$ cat src/rtl/sa_pkg.sv
package sa_pkg;

  localparam int unsigned DATA_W = 32;

  typedef enum logic [1:0] {TGT_NONE, TGT_CORE, TGT_DMA, TGT_CTL} tgt_e;
  typedef enum logic [1:0] {ST_IDLE, ST_RD, ST_WR, ST_DONE} st_e;

  // bytes -> low-lane mask; size is already normalised to 1..4
  function automatic logic [DATA_W-1:0] lane_mask(input logic [2:0] size);
    case (size)
      3'd1:    return 32'h0000_00FF;
      3'd2:    return 32'h0000_FFFF;
      3'd3:    return 32'h00FF_FFFF;
      default: return 32'hFFFF_FFFF;
    endcase
  endfunction

  // left shift used by the merge: ((4 - lo) & 3) * 8
  function automatic logic [4:0] merge_shift(input logic [1:0] lo);
    logic [1:0] neg;
    neg = 2'd0 - lo;
    return {neg, 3'b000};
  endfunction

  function automatic logic [DATA_W-1:0] merge_word(input logic [DATA_W-1:0] wd,
                                                   input logic [DATA_W-1:0] cur,
                                                   input logic [2:0]        size,
                                                   input logic [1:0]        lo);
    logic [DATA_W-1:0] m;
    logic [4:0]        sh;
    sh = merge_shift(lo);
    m  = lane_mask(size) << sh;
    return ((wd << sh) & m) | (cur & ~m);
  endfunction

  function automatic logic [DATA_W-1:0] extract_word(input logic [DATA_W-1:0] w,
                                                     input logic [2:0]        size,
                                                     input logic [1:0]        lo);
    return (w >> {lo, 3'b000}) & lane_mask(size);
  endfunction

endpackage

$ cat src/rtl/sa_decode.sv
module sa_decode
  import sa_pkg::*;
#(
  parameter int unsigned AW         = 7,
  parameter int unsigned CORE_END   = 64,
  parameter int unsigned DMA_END    = 96,
  parameter int unsigned CTL_OFS    = 112,
  parameter int unsigned CORE_IDX_W = 4,
  parameter int unsigned DMA_IDX_W  = 3
) (
  input  logic [AW-1:0]         addr,
  output tgt_e                  rd_tgt,
  output tgt_e                  wr_tgt,
  output logic                  merge_ctl,
  output logic [CORE_IDX_W-1:0] core_idx,
  output logic [DMA_IDX_W-1:0]  dma_idx
);
  localparam logic [AW-1:0] CE = AW'(CORE_END);
  localparam logic [AW-1:0] DE = AW'(DMA_END);
  localparam logic [AW-1:0] CO = AW'(CTL_OFS);
  localparam logic [AW-1:0] CM = AW'(CTL_OFS + 4);

  logic [AW-1:0] aligned;
  assign aligned = {addr[AW-1:2], 2'b00};

  // read side: exact match on the control offset
  always_comb begin
    if (addr < CE)       rd_tgt = TGT_CORE;
    else if (addr < DE)  rd_tgt = TGT_DMA;
    else if (addr == CO) rd_tgt = TGT_CTL;
    else                 rd_tgt = TGT_NONE;
  end

  // write side: decoded on the widened, aligned offset
  always_comb begin
    if (aligned < CE)       wr_tgt = TGT_CORE;
    else if (aligned < DE)  wr_tgt = TGT_DMA;
    else if (aligned == CO) wr_tgt = TGT_CTL;
    else                    wr_tgt = TGT_NONE;
  end

  assign merge_ctl = (addr >= DE) && (addr < CM);
  assign core_idx  = CORE_IDX_W'(addr >> 2);
  assign dma_idx   = DMA_IDX_W'((addr - CE) >> 2);
endmodule

$ cat src/rtl/sa_lane_unit.sv
module sa_lane_unit
  import sa_pkg::*;
(
  input  logic [DATA_W-1:0] cur,
  input  logic [DATA_W-1:0] wdata,
  input  logic [2:0]        size,
  input  logic [1:0]        lo,
  output logic [DATA_W-1:0] merged,
  output logic [DATA_W-1:0] extracted
);
  assign merged    = merge_word(wdata, cur, size, lo);
  assign extracted = extract_word(cur, size, lo);
endmodule

$ cat src/rtl/sa_seq.sv
module sa_seq
  import sa_pkg::*;
(
  input  logic clk,
  input  logic rst_n,
  input  logic req_valid,
  input  logic req_write,
  input  logic req_narrow,
  output st_e  st,
  output logic acc,
  output logic write_q
);
  st_e st_n;

  assign acc = (st == ST_IDLE) && req_valid;

  always_comb begin
    st_n = st;
    case (st)
      ST_IDLE: if (req_valid) st_n = (!req_write || req_narrow) ? ST_RD : ST_WR;
      ST_RD:   st_n = write_q ? ST_WR : ST_DONE;
      ST_WR:   st_n = ST_DONE;
      default: st_n = ST_IDLE;
    endcase
  end

  always_ff @(posedge clk) begin
    if (!rst_n) begin
      st      <= ST_IDLE;
      write_q <= 1'b0;
    end else begin
      st <= st_n;
      if (acc) write_q <= req_write;
    end
  end
endmodule

$ cat src/rtl/subword_adapter.sv
module subword_adapter
  import sa_pkg::*;
#(
  parameter  int unsigned AW         = 7,
  parameter  int unsigned CORE_END   = 64,
  parameter  int unsigned DMA_END    = 96,
  parameter  int unsigned CTL_OFS    = 112,
  localparam int unsigned CORE_IDX_W = $clog2(CORE_END / 4),
  localparam int unsigned DMA_IDX_W  = $clog2((DMA_END - CORE_END) / 4)
) (
  input  logic                  clk,
  input  logic                  rst_n,
  input  logic                  req_valid,
  input  logic                  req_write,
  input  logic [AW-1:0]         req_addr,
  input  logic [2:0]            req_size,
  input  logic [31:0]           req_wdata,
  output logic                  rsp_ready,
  output logic [31:0]           rsp_rdata,
  output logic                  rsp_err,
  output logic                  core_rd,
  output logic                  core_wr,
  output logic [CORE_IDX_W-1:0] core_idx,
  input  logic [31:0]           core_rdata,
  output logic                  dma_rd,
  output logic                  dma_wr,
  output logic [DMA_IDX_W-1:0]  dma_idx,
  input  logic [31:0]           dma_rdata,
  output logic [31:0]           be_wdata,
  output logic [31:0]           busctl_q
);
  st_e            st;
  logic           acc, write_q;
  logic [AW-1:0]  addr_q;
  logic [2:0]     size_q, eff_size;
  logic           narrow_in, narrow_q;
  logic [31:0]    wdata_q, rdata_q, cur_word, merged, extracted;
  tgt_e           rd_tgt, wr_tgt;
  logic           merge_ctl, use_ctl, ctl_we;

  // out-of-range size codes act as a full word
  assign eff_size  = (req_size inside {3'd1, 3'd2, 3'd3}) ? req_size : 3'd4;
  assign narrow_in = (eff_size != 3'd4) || (req_addr[1:0] != 2'b00);

  sa_seq u_seq (
    .clk        (clk),
    .rst_n      (rst_n),
    .req_valid  (req_valid),
    .req_write  (req_write),
    .req_narrow (narrow_in),
    .st         (st),
    .acc        (acc),
    .write_q    (write_q)
  );

  sa_decode #(
    .AW         (AW),
    .CORE_END   (CORE_END),
    .DMA_END    (DMA_END),
    .CTL_OFS    (CTL_OFS),
    .CORE_IDX_W (CORE_IDX_W),
    .DMA_IDX_W  (DMA_IDX_W)
  ) u_dec (
    .addr      (addr_q),
    .rd_tgt    (rd_tgt),
    .wr_tgt    (wr_tgt),
    .merge_ctl (merge_ctl),
    .core_idx  (core_idx),
    .dma_idx   (dma_idx)
  );

  // current-word source for a read or a merge
  assign use_ctl = write_q ? merge_ctl : (rd_tgt == TGT_CTL);

  always_comb begin
    case (rd_tgt)
      TGT_CORE: cur_word = core_rdata;
      TGT_DMA:  cur_word = dma_rdata;
      default:  cur_word = use_ctl ? busctl_q : '0;
    endcase
  end

  sa_lane_unit u_lane (
    .cur       (cur_word),
    .wdata     (wdata_q),
    .size      (size_q),
    .lo        (addr_q[1:0]),
    .merged    (merged),
    .extracted (extracted)
  );

  assign core_rd   = (st == ST_RD) && (rd_tgt == TGT_CORE);
  assign dma_rd    = (st == ST_RD) && (rd_tgt == TGT_DMA);
  assign core_wr   = (st == ST_WR) && (wr_tgt == TGT_CORE);
  assign dma_wr    = (st == ST_WR) && (wr_tgt == TGT_DMA);
  assign ctl_we    = (st == ST_WR) && (wr_tgt == TGT_CTL);
  assign rsp_ready = (st == ST_DONE);
  assign rsp_err   = (st == ST_DONE) && write_q && (wr_tgt == TGT_NONE);
  assign rsp_rdata = rdata_q;
  assign be_wdata  = wdata_q;

  always_ff @(posedge clk) begin
    if (!rst_n) begin
      addr_q   <= '0;
      size_q   <= 3'd4;
      narrow_q <= 1'b0;
      wdata_q  <= '0;
      rdata_q  <= '0;
      busctl_q <= '0;
    end else begin
      if (acc) begin
        addr_q   <= req_addr;
        size_q   <= eff_size;
        narrow_q <= req_write && narrow_in;
        wdata_q  <= req_wdata;
      end
      if (st == ST_RD) begin
        if (write_q) wdata_q <= merged;
        else         rdata_q <= extracted;
      end
      if (ctl_we) busctl_q <= wdata_q;
    end
  end
endmodule

$ cat config.mk
export PLATFORM = sky130hd
export DESIGN_NAME = subword_adapter
export DESIGN_NICKNAME = d
export VERILOG_FILES = /design/src/rtl/sa_pkg.sv /design/src/rtl/sa_decode.sv /design/src/rtl/sa_lane_unit.sv /design/src/rtl/sa_seq.sv /design/src/rtl/subword_adapter.sv
export SDC_FILE = /design/constraint.sdc
export NUM_CORES = 1
export LEC_CHECK = 0
export BUFFER_PORTS_ARGS = -buffer_cell sky130_fd_sc_hd__buf_2
export CORE_AREA = 2 2 110 112
export CTS_CLUSTER_SIZE = 28
export DETAILED_ROUTE_END_ITERATION = 10
export DIE_AREA = 0 0 112 114
export PLACE_DENSITY = 0.94
export SYNTH_ARGS = -nofsm -noshare
export SYNTH_HDL_FRONTEND = slang
export SYNTH_SLANG_ARGS = --single-unit
$ cat constraint.sdc
create_clock -name clk -period 4.49 [get_ports clk]
set_input_delay 0.449 -clock clk [delete_from_list [all_inputs] [get_ports clk]]
set_output_delay 0.449 -clock clk [all_outputs]
set_load 0.05 [all_outputs]
==> flow_summary.ini, run 1 <==
[run_status]
status = finished, final reports clean

[clock_tree]
path_clk_slew_ns = 0.08
cts_setup_buffers = 0
clockRootBuffer = clkbuf_16
clk_latency_ns = 0.35
cts_max_level = 3
clock_path_buffers = 2
cts_tree = yes
cts_buffers = 9
holdBufCountCts = 0
clock-sinks = 109
cts_resized = 0

[power_and_ir_drop]
power_density_nw_per_um2 = 577
power_leakage_nw = 3.39
ir_drop_mv = 0.348

[synth]
ys_top_cells_by_area = dfxtp_1 (36%), nand2_1 (9.8%), a21oi_1 (8.7%), a22oi_1 (4.2%), clkbuf_1 (3.3%)
synth_nets = 908
synth_most_common_cell = nand2_1
synth_top_family_by_area = compound AO/OA/AOI/OAI gates
synthMuxAreaShare_pct = 5.74
synth-adder-area-share_pct = 1.23
synth_xor_area_share_pct = 0.143
syn_area_um2 = 6110
synth_top_cell_area_share_pct = 35.7
async_flop_share_pct = 0
avgSynthCellArea_um2 = 7.71
yosysSeqAreaShare_pct = 35.7
synth_edf_count = 0
synth_common_cells = nand2_1 (159), dfxtp_1 (109), a21oi_1 (106)
synth_cells = 792
yosysTopAreaCell = dfxtp_1
yosys_register_bits = 109
ys_warn_count = 0
synth-compound-area-share_pct = 31.0
synth_cell_type_count = 50
synth_simple_gate_area_share_pct = 20.7
ys.flop_type = dfxtp_1

[global_routing]
grt_pass1_vias = 6248
grt_overflow = 0
globalRouteTotalUtil_pct = 33.5
grt_max_degree = 69
grt_pass1_wl_um = 34000
antenna_found_initial = 0

[timing]
clock.fmax_mhz = 274
tns_ns = 0
setup-violations-final = 0
tightestPinTransition_ns = 1.32
clock-skew-final_ns = 0.0114
period_needed_ns = 3.66
slew_viol_final = 0
maxSlewHeadroom_pct = 12.1
timing.final.ws_setup_ns = 0.834
hold_viol_final = 0
grt_setup_unrepaired = false
fin_crit_sh_pct = 81.4

[final_layout]
final_net_count = 1076
drive_above_1_share_pct = 28.1
area_growth_pct = 21.7
num_antenna_cells = 0

[die]
die_h_um = 114
rows = 40
ioPinCount = 219
start_util_pct = 52.2
fp.dieW_um = 112
coreArea_um2 = 11700
die-area_um2 = 12800

[place]
gp_congestion = 0.993
hpwl_um = 16100
dp_worst_setup_slack_ns = 1.03
portBuffers = 218

[drt]
wl_per_cell_um = 20.1
vias = 6988
first_pass_iters = 5
via_per_inst = 6.28
drcViolationCount = 0
drtAntennaViolNets = 0
totalWireLength_um = 22400
drtIter0Drc = 1025

[worst_setup_path]
cp-end-kind = flop
worstPathArrival_ns = 3.92
cp-start-kind = flop
cp.required_ns = 4.75
path_max_fanout = 31
path_class = flop to flop

[flow_run]
maxCapViolCount = 0

[min_path]
hold_path.class = input port to flop
-- stage by stage --
| stage | hold slack (ns) | area [µm²] | cells | total power [mW] | util (%) |
|---|---|---|---|---|---|
| CTS | 0.332 | 7430 | 1112 | 4.24 | 63.5 |
| global route | 0.330 | 7430 | 1112 | 4.47 | 63.5 |
| floorplan | 0.476 | 6110 | 792 | 2.93 | - |
| finish | 0.334 | 7430 | 1112 | 4.29 | 63.5 |
| detailed placement | 0.442 | 7150 | 1096 | 3.48 | 61.1 |
| global placement | 0.439 | 7150 | 1096 | 3.46 | 61.1 |
-- final timing paths --
kind / from / to / slack, ns / cells after the start
setup / recovery: addr_q[0]$_SDFFE_PN0P_ / flop / 0.83 / 7
hold reg to reg: rsp_rdata[16]$_SDFFE_PN0P_ / rsp_rdata[16]$_SDFFE_PN0P_ / 0.45 / 2
setup reg to reg: addr_q[0]$_SDFFE_PN0P_ / flop / 0.83 / 7
hold / removal: req_addr[3] / addr_q[3]$_SDFFE_PN0P_ / 0.33 / 3
-- worst max-delay path: stages, from the launching register on --
cell and delay (ns):
dfxtp_1 1.05, inv_1 0.15, ha_1 0.70, nor2b_1 0.94
a22oi_1 0.24, nor3_1 0.23, a21oi_1 0.08, o22ai_1 0.18
-- per-layer routing --
| metal | vias up | wire (µm) | track usage, % | part of all wire, % |
|---|---|---|---|---|
| li1 | 3211 | - | - | - |
| met1 | 3169 | 8820 | 45.7 | 39 |
| met2 | 524 | 10000 | 52.1 | 45 |
| met3 | 84 | 2600 | 6.27 | 12 |
| met4 | 0 | 945 | 15.0 | 4.2 |
| met5 | - | 0 | 0 | 0 |
-- final cells by class --
class                      count  area [µm²]
clock buffer                  10         229
clock inverter                 6        53.8
fill                        1050        4280
inverter                       8        30.0
multi-input combinational    604        3590
sequential                   109        2180
tap                          147         184
timing repair buffer         228        1170
-- where the power goes --
part	internal, mW	switching [mW]
sequential	1.15	0.237
clock	0.388	0.384
combinational	0.617	1.52
-- placed cells by master, fill, tap and decap left out, types with 7 or more instances in the layout --
cell type,instances
o21a_1,7
nand3_1,23
nor3_1,10
nand2_1,159
a22oi_1,34
mux2i_1,17
nor2_1,27
a211oi_1,8
buf_2,218
and3_1,28
a32oi_1,8
clkbuf_16,9
o21ai_0,24
o22ai_1,9
a21o_1,18
dfxtp_1,109
buf_4,10
o21ai_1,16
mux2_2,16
a22o_1,16
nor2b_1,7
a221o_1,12
a21oi_1,106
a211o_1,7
-- kinds of logic after synthesis --
family,Yosys count
XOR/XNOR,1
flip-flops,109
multiplexers,33
adder cells (fa/ha/maj),6
AO/OA/AOI/OAI,287
buffers and inverters,79
AND/OR/NAND/NOR,277
No activity file was read; power rests on OpenSTA's default activity.
==> run 2, diff against run 1 <==
- ABC_AREA: not set -> 1
- CORE_AREA: 2 2 110 112 -> 2 2 117 119
- DIE_AREA: 0 0 112 114 -> 0 0 119 121
- PLACE_DENSITY: 0.94 -> 0.9
- clock period: 4.49 -> 3.8 ns (I/O delays scaled with it)
==> run 2 against run 1 <==
  * Combinational power up 54%
  * Routed wire length up 8.9%
  * Synthesized cell count up 35%
  * Count of clock-buffer cells in the layout unchanged
  * Flip-flop and latch count unchanged
  * Final area up 7.6%
  * Clock skew down 0.00068 ns
  * Worst setup slack worse by 0.071 ns
  * Clock power up 20%
  * Critical path type unchanged
==> flow_summary.ini, run 2 <==
[clock_tree]
cts_max_level = 3
clk_latency_ns = 0.36
clock_path_buffers = 2
cts_setup_buffers = 0
clock-sinks = 109
cts_tree = yes
cts_buffers = 9
holdBufCountCts = 0
path_clk_slew_ns = 0.08
cts_resized = 0
clockRootBuffer = clkbuf_16

[synth]
async_flop_share_pct = 0
synth_common_cells = nand2_1 (265), nand3_1 (145), a21oi_1 (130)
synth_cells = 1066
ys_warn_count = 0
yosysSeqAreaShare_pct = 32.6
ys_top_cells_by_area = dfxtp_1 (33%), nand2_1 (15%), nand3_1 (11%), a21oi_1 (9.7%), o21ai_0 (6.7%)
avgSynthCellArea_um2 = 6.28
ys.flop_type = dfxtp_1
synth_edf_count = 0
synth_top_cell_area_share_pct = 32.6
synth_cell_type_count = 34
syn_area_um2 = 6690
synth_nets = 1182
yosys_register_bits = 109
synth_most_common_cell = nand2_1
yosysTopAreaCell = dfxtp_1

[die]
start_util_pct = 51.1
coreArea_um2 = 13100
fp.dieW_um = 119
die-area_um2 = 14400
die_h_um = 121
rows = 42
ioPinCount = 219

[drt]
totalWireLength_um = 24400
first_pass_iters = 8
drtIter0Drc = 1281
via_per_inst = 5.77
drcViolationCount = 0
drtAntennaViolNets = 0
vias = 8113
wl_per_cell_um = 17.3

[run_status]
status = finished, final reports clean

[final_layout]
filler_cell_count = 1258
drive_above_1_share_pct = 23.6
fin_cells = 1407
fin_util_pct = 61.1
most-common-layout-cells = nand2_1 (265), buf_2 (218), nand3_1 (145), a21oi_1 (130), dfxtp_1 (108)
area_growth_pct = 19.6
final_net_count = 1342
num_antenna_cells = 0
final_common_cell = nand2_1
seq_area_um2 = 2180
multiInputGateArea_um2 = 3710

[timing]
clock-skew-final_ns = 0.0107
grt_setup_unrepaired = false
tns_ns = 0
setup-violations-final = 0
clock.fmax_mhz = 329
worst_hold_slack_ns = 0.296
slew_viol_final = 0
period_needed_ns = 3.04
tightestPinTransition_ns = 1.25
hold_viol_final = 0
fin_crit_sh_pct = 79.9
maxSlewHeadroom_pct = 16.3

[worst_setup_path]
path_max_fanout = 24
cp-start-kind = flop
path_class = flop to flop
worstPathArrival_ns = 3.32
cp.required_ns = 4.08
cp-end-kind = flop

[power_and_ir_drop]
ir_drop_mv = 0.402
power_density_nw_per_um2 = 737
power_leakage_nw = 3.89

[global_routing]
grt_pass1_vias = 7062
globalRouteTotalUtil_pct = 33.3
grt_max_degree = 57
grt_pass1_wl_um = 37900
antenna_found_initial = 0
grt_overflow = 0

[place]
gp_congestion = 1.03
placed_cells = 1391
hpwl_um = 17800
portBuffers = 218

[flow_run]
maxCapViolCount = 0

[min_path]
hold_path.class = input port to flop
==> run 2: cell types whose count changed in the layout (fill, tap and decap cells not counted), moves of 24 or more <==
cell     change
nand3_1    +122
nand2_1    +106
inv_1      +100
o21ai_0     +66
a22oi_1     -34
and3_1      -28
a21oi_1     +24
==> run 2: final timing paths <==
| check | startpoint | end | slack (ns) | depth (start not counted) |
|---|---|---|---|---|
| hold / removal | req_addr[6] | addr_q[6]$_SDFFE_PN0P_ | 0.30 | 3 |
| setup reg to reg | addr_q[1]$_SDFFE_PN0P_ | flop | 0.76 | 9 |
| hold reg to reg | rsp_rdata[20]$_SDFFE_PN0P_ | rsp_rdata[20]$_SDFFE_PN0P_ | 0.46 | 2 |
| setup / recovery | addr_q[1]$_SDFFE_PN0P_ | flop | 0.76 | 9 |
==> run 2: per-stage QoR <==
stage	area (µm²)	setup WS, ns	total power [mW]
floorplan	6690	0.891	4.10
global placement	7710	0.982	4.87
detailed placement	7710	0.942	4.90
CTS	8000	0.899	5.81
global route	8000	0.514	6.24
finish	8000	0.763	5.89
==> run 2: worst max-delay path: stages (launching register included) <==
cell and delay [ns]:
dfxtp_1 0.76, inv_1 0.41, ha_1 0.53, inv_1 0.51
nand3_1 0.16, o21ai_0 0.17, nand2_1 0.10, nand3_1 0.10
nand3_1 0.08, a21oi_1 0.15
==> run 2: where the power goes <==
group	internal, mW	switching, mW
clock	0.469	0.454
sequential	1.39	0.309
combinational	0.830	2.44
==> run 2: logic make-up (layout without fill, tap and decap cells) <==
| logic type | count (synthesis) | after routing | synth area share [%] |
|---|---|---|---|
| fa+ha+maj | 6 | 6 | 1.12 |
| buf+inv | 192 | 357 | 12.0 |
| simple gates | 488 | 488 | 32.0 |
| compound gates | 264 | 264 | 21.2 |
| mux | 7 | 7 | 1.05 |
| flops | 109 | 109 | 32.6 |
==> run 2: final cells by class <==
cell class	count	share of cell area (%)
timing repair buffer	231	14.9
clock buffer	10	2.99
sequential	109	27.3
inverter	110	5.16
clock inverter	6	0.579
tap	176	2.75
multi-input combinational	765	46.4
==> run 2: layer usage <==
metal,track usage [%],routed length [µm]
met5,0,0
met4,12.6,926
met3,5.87,2790
met2,51.5,11000
met1,46.4,9730
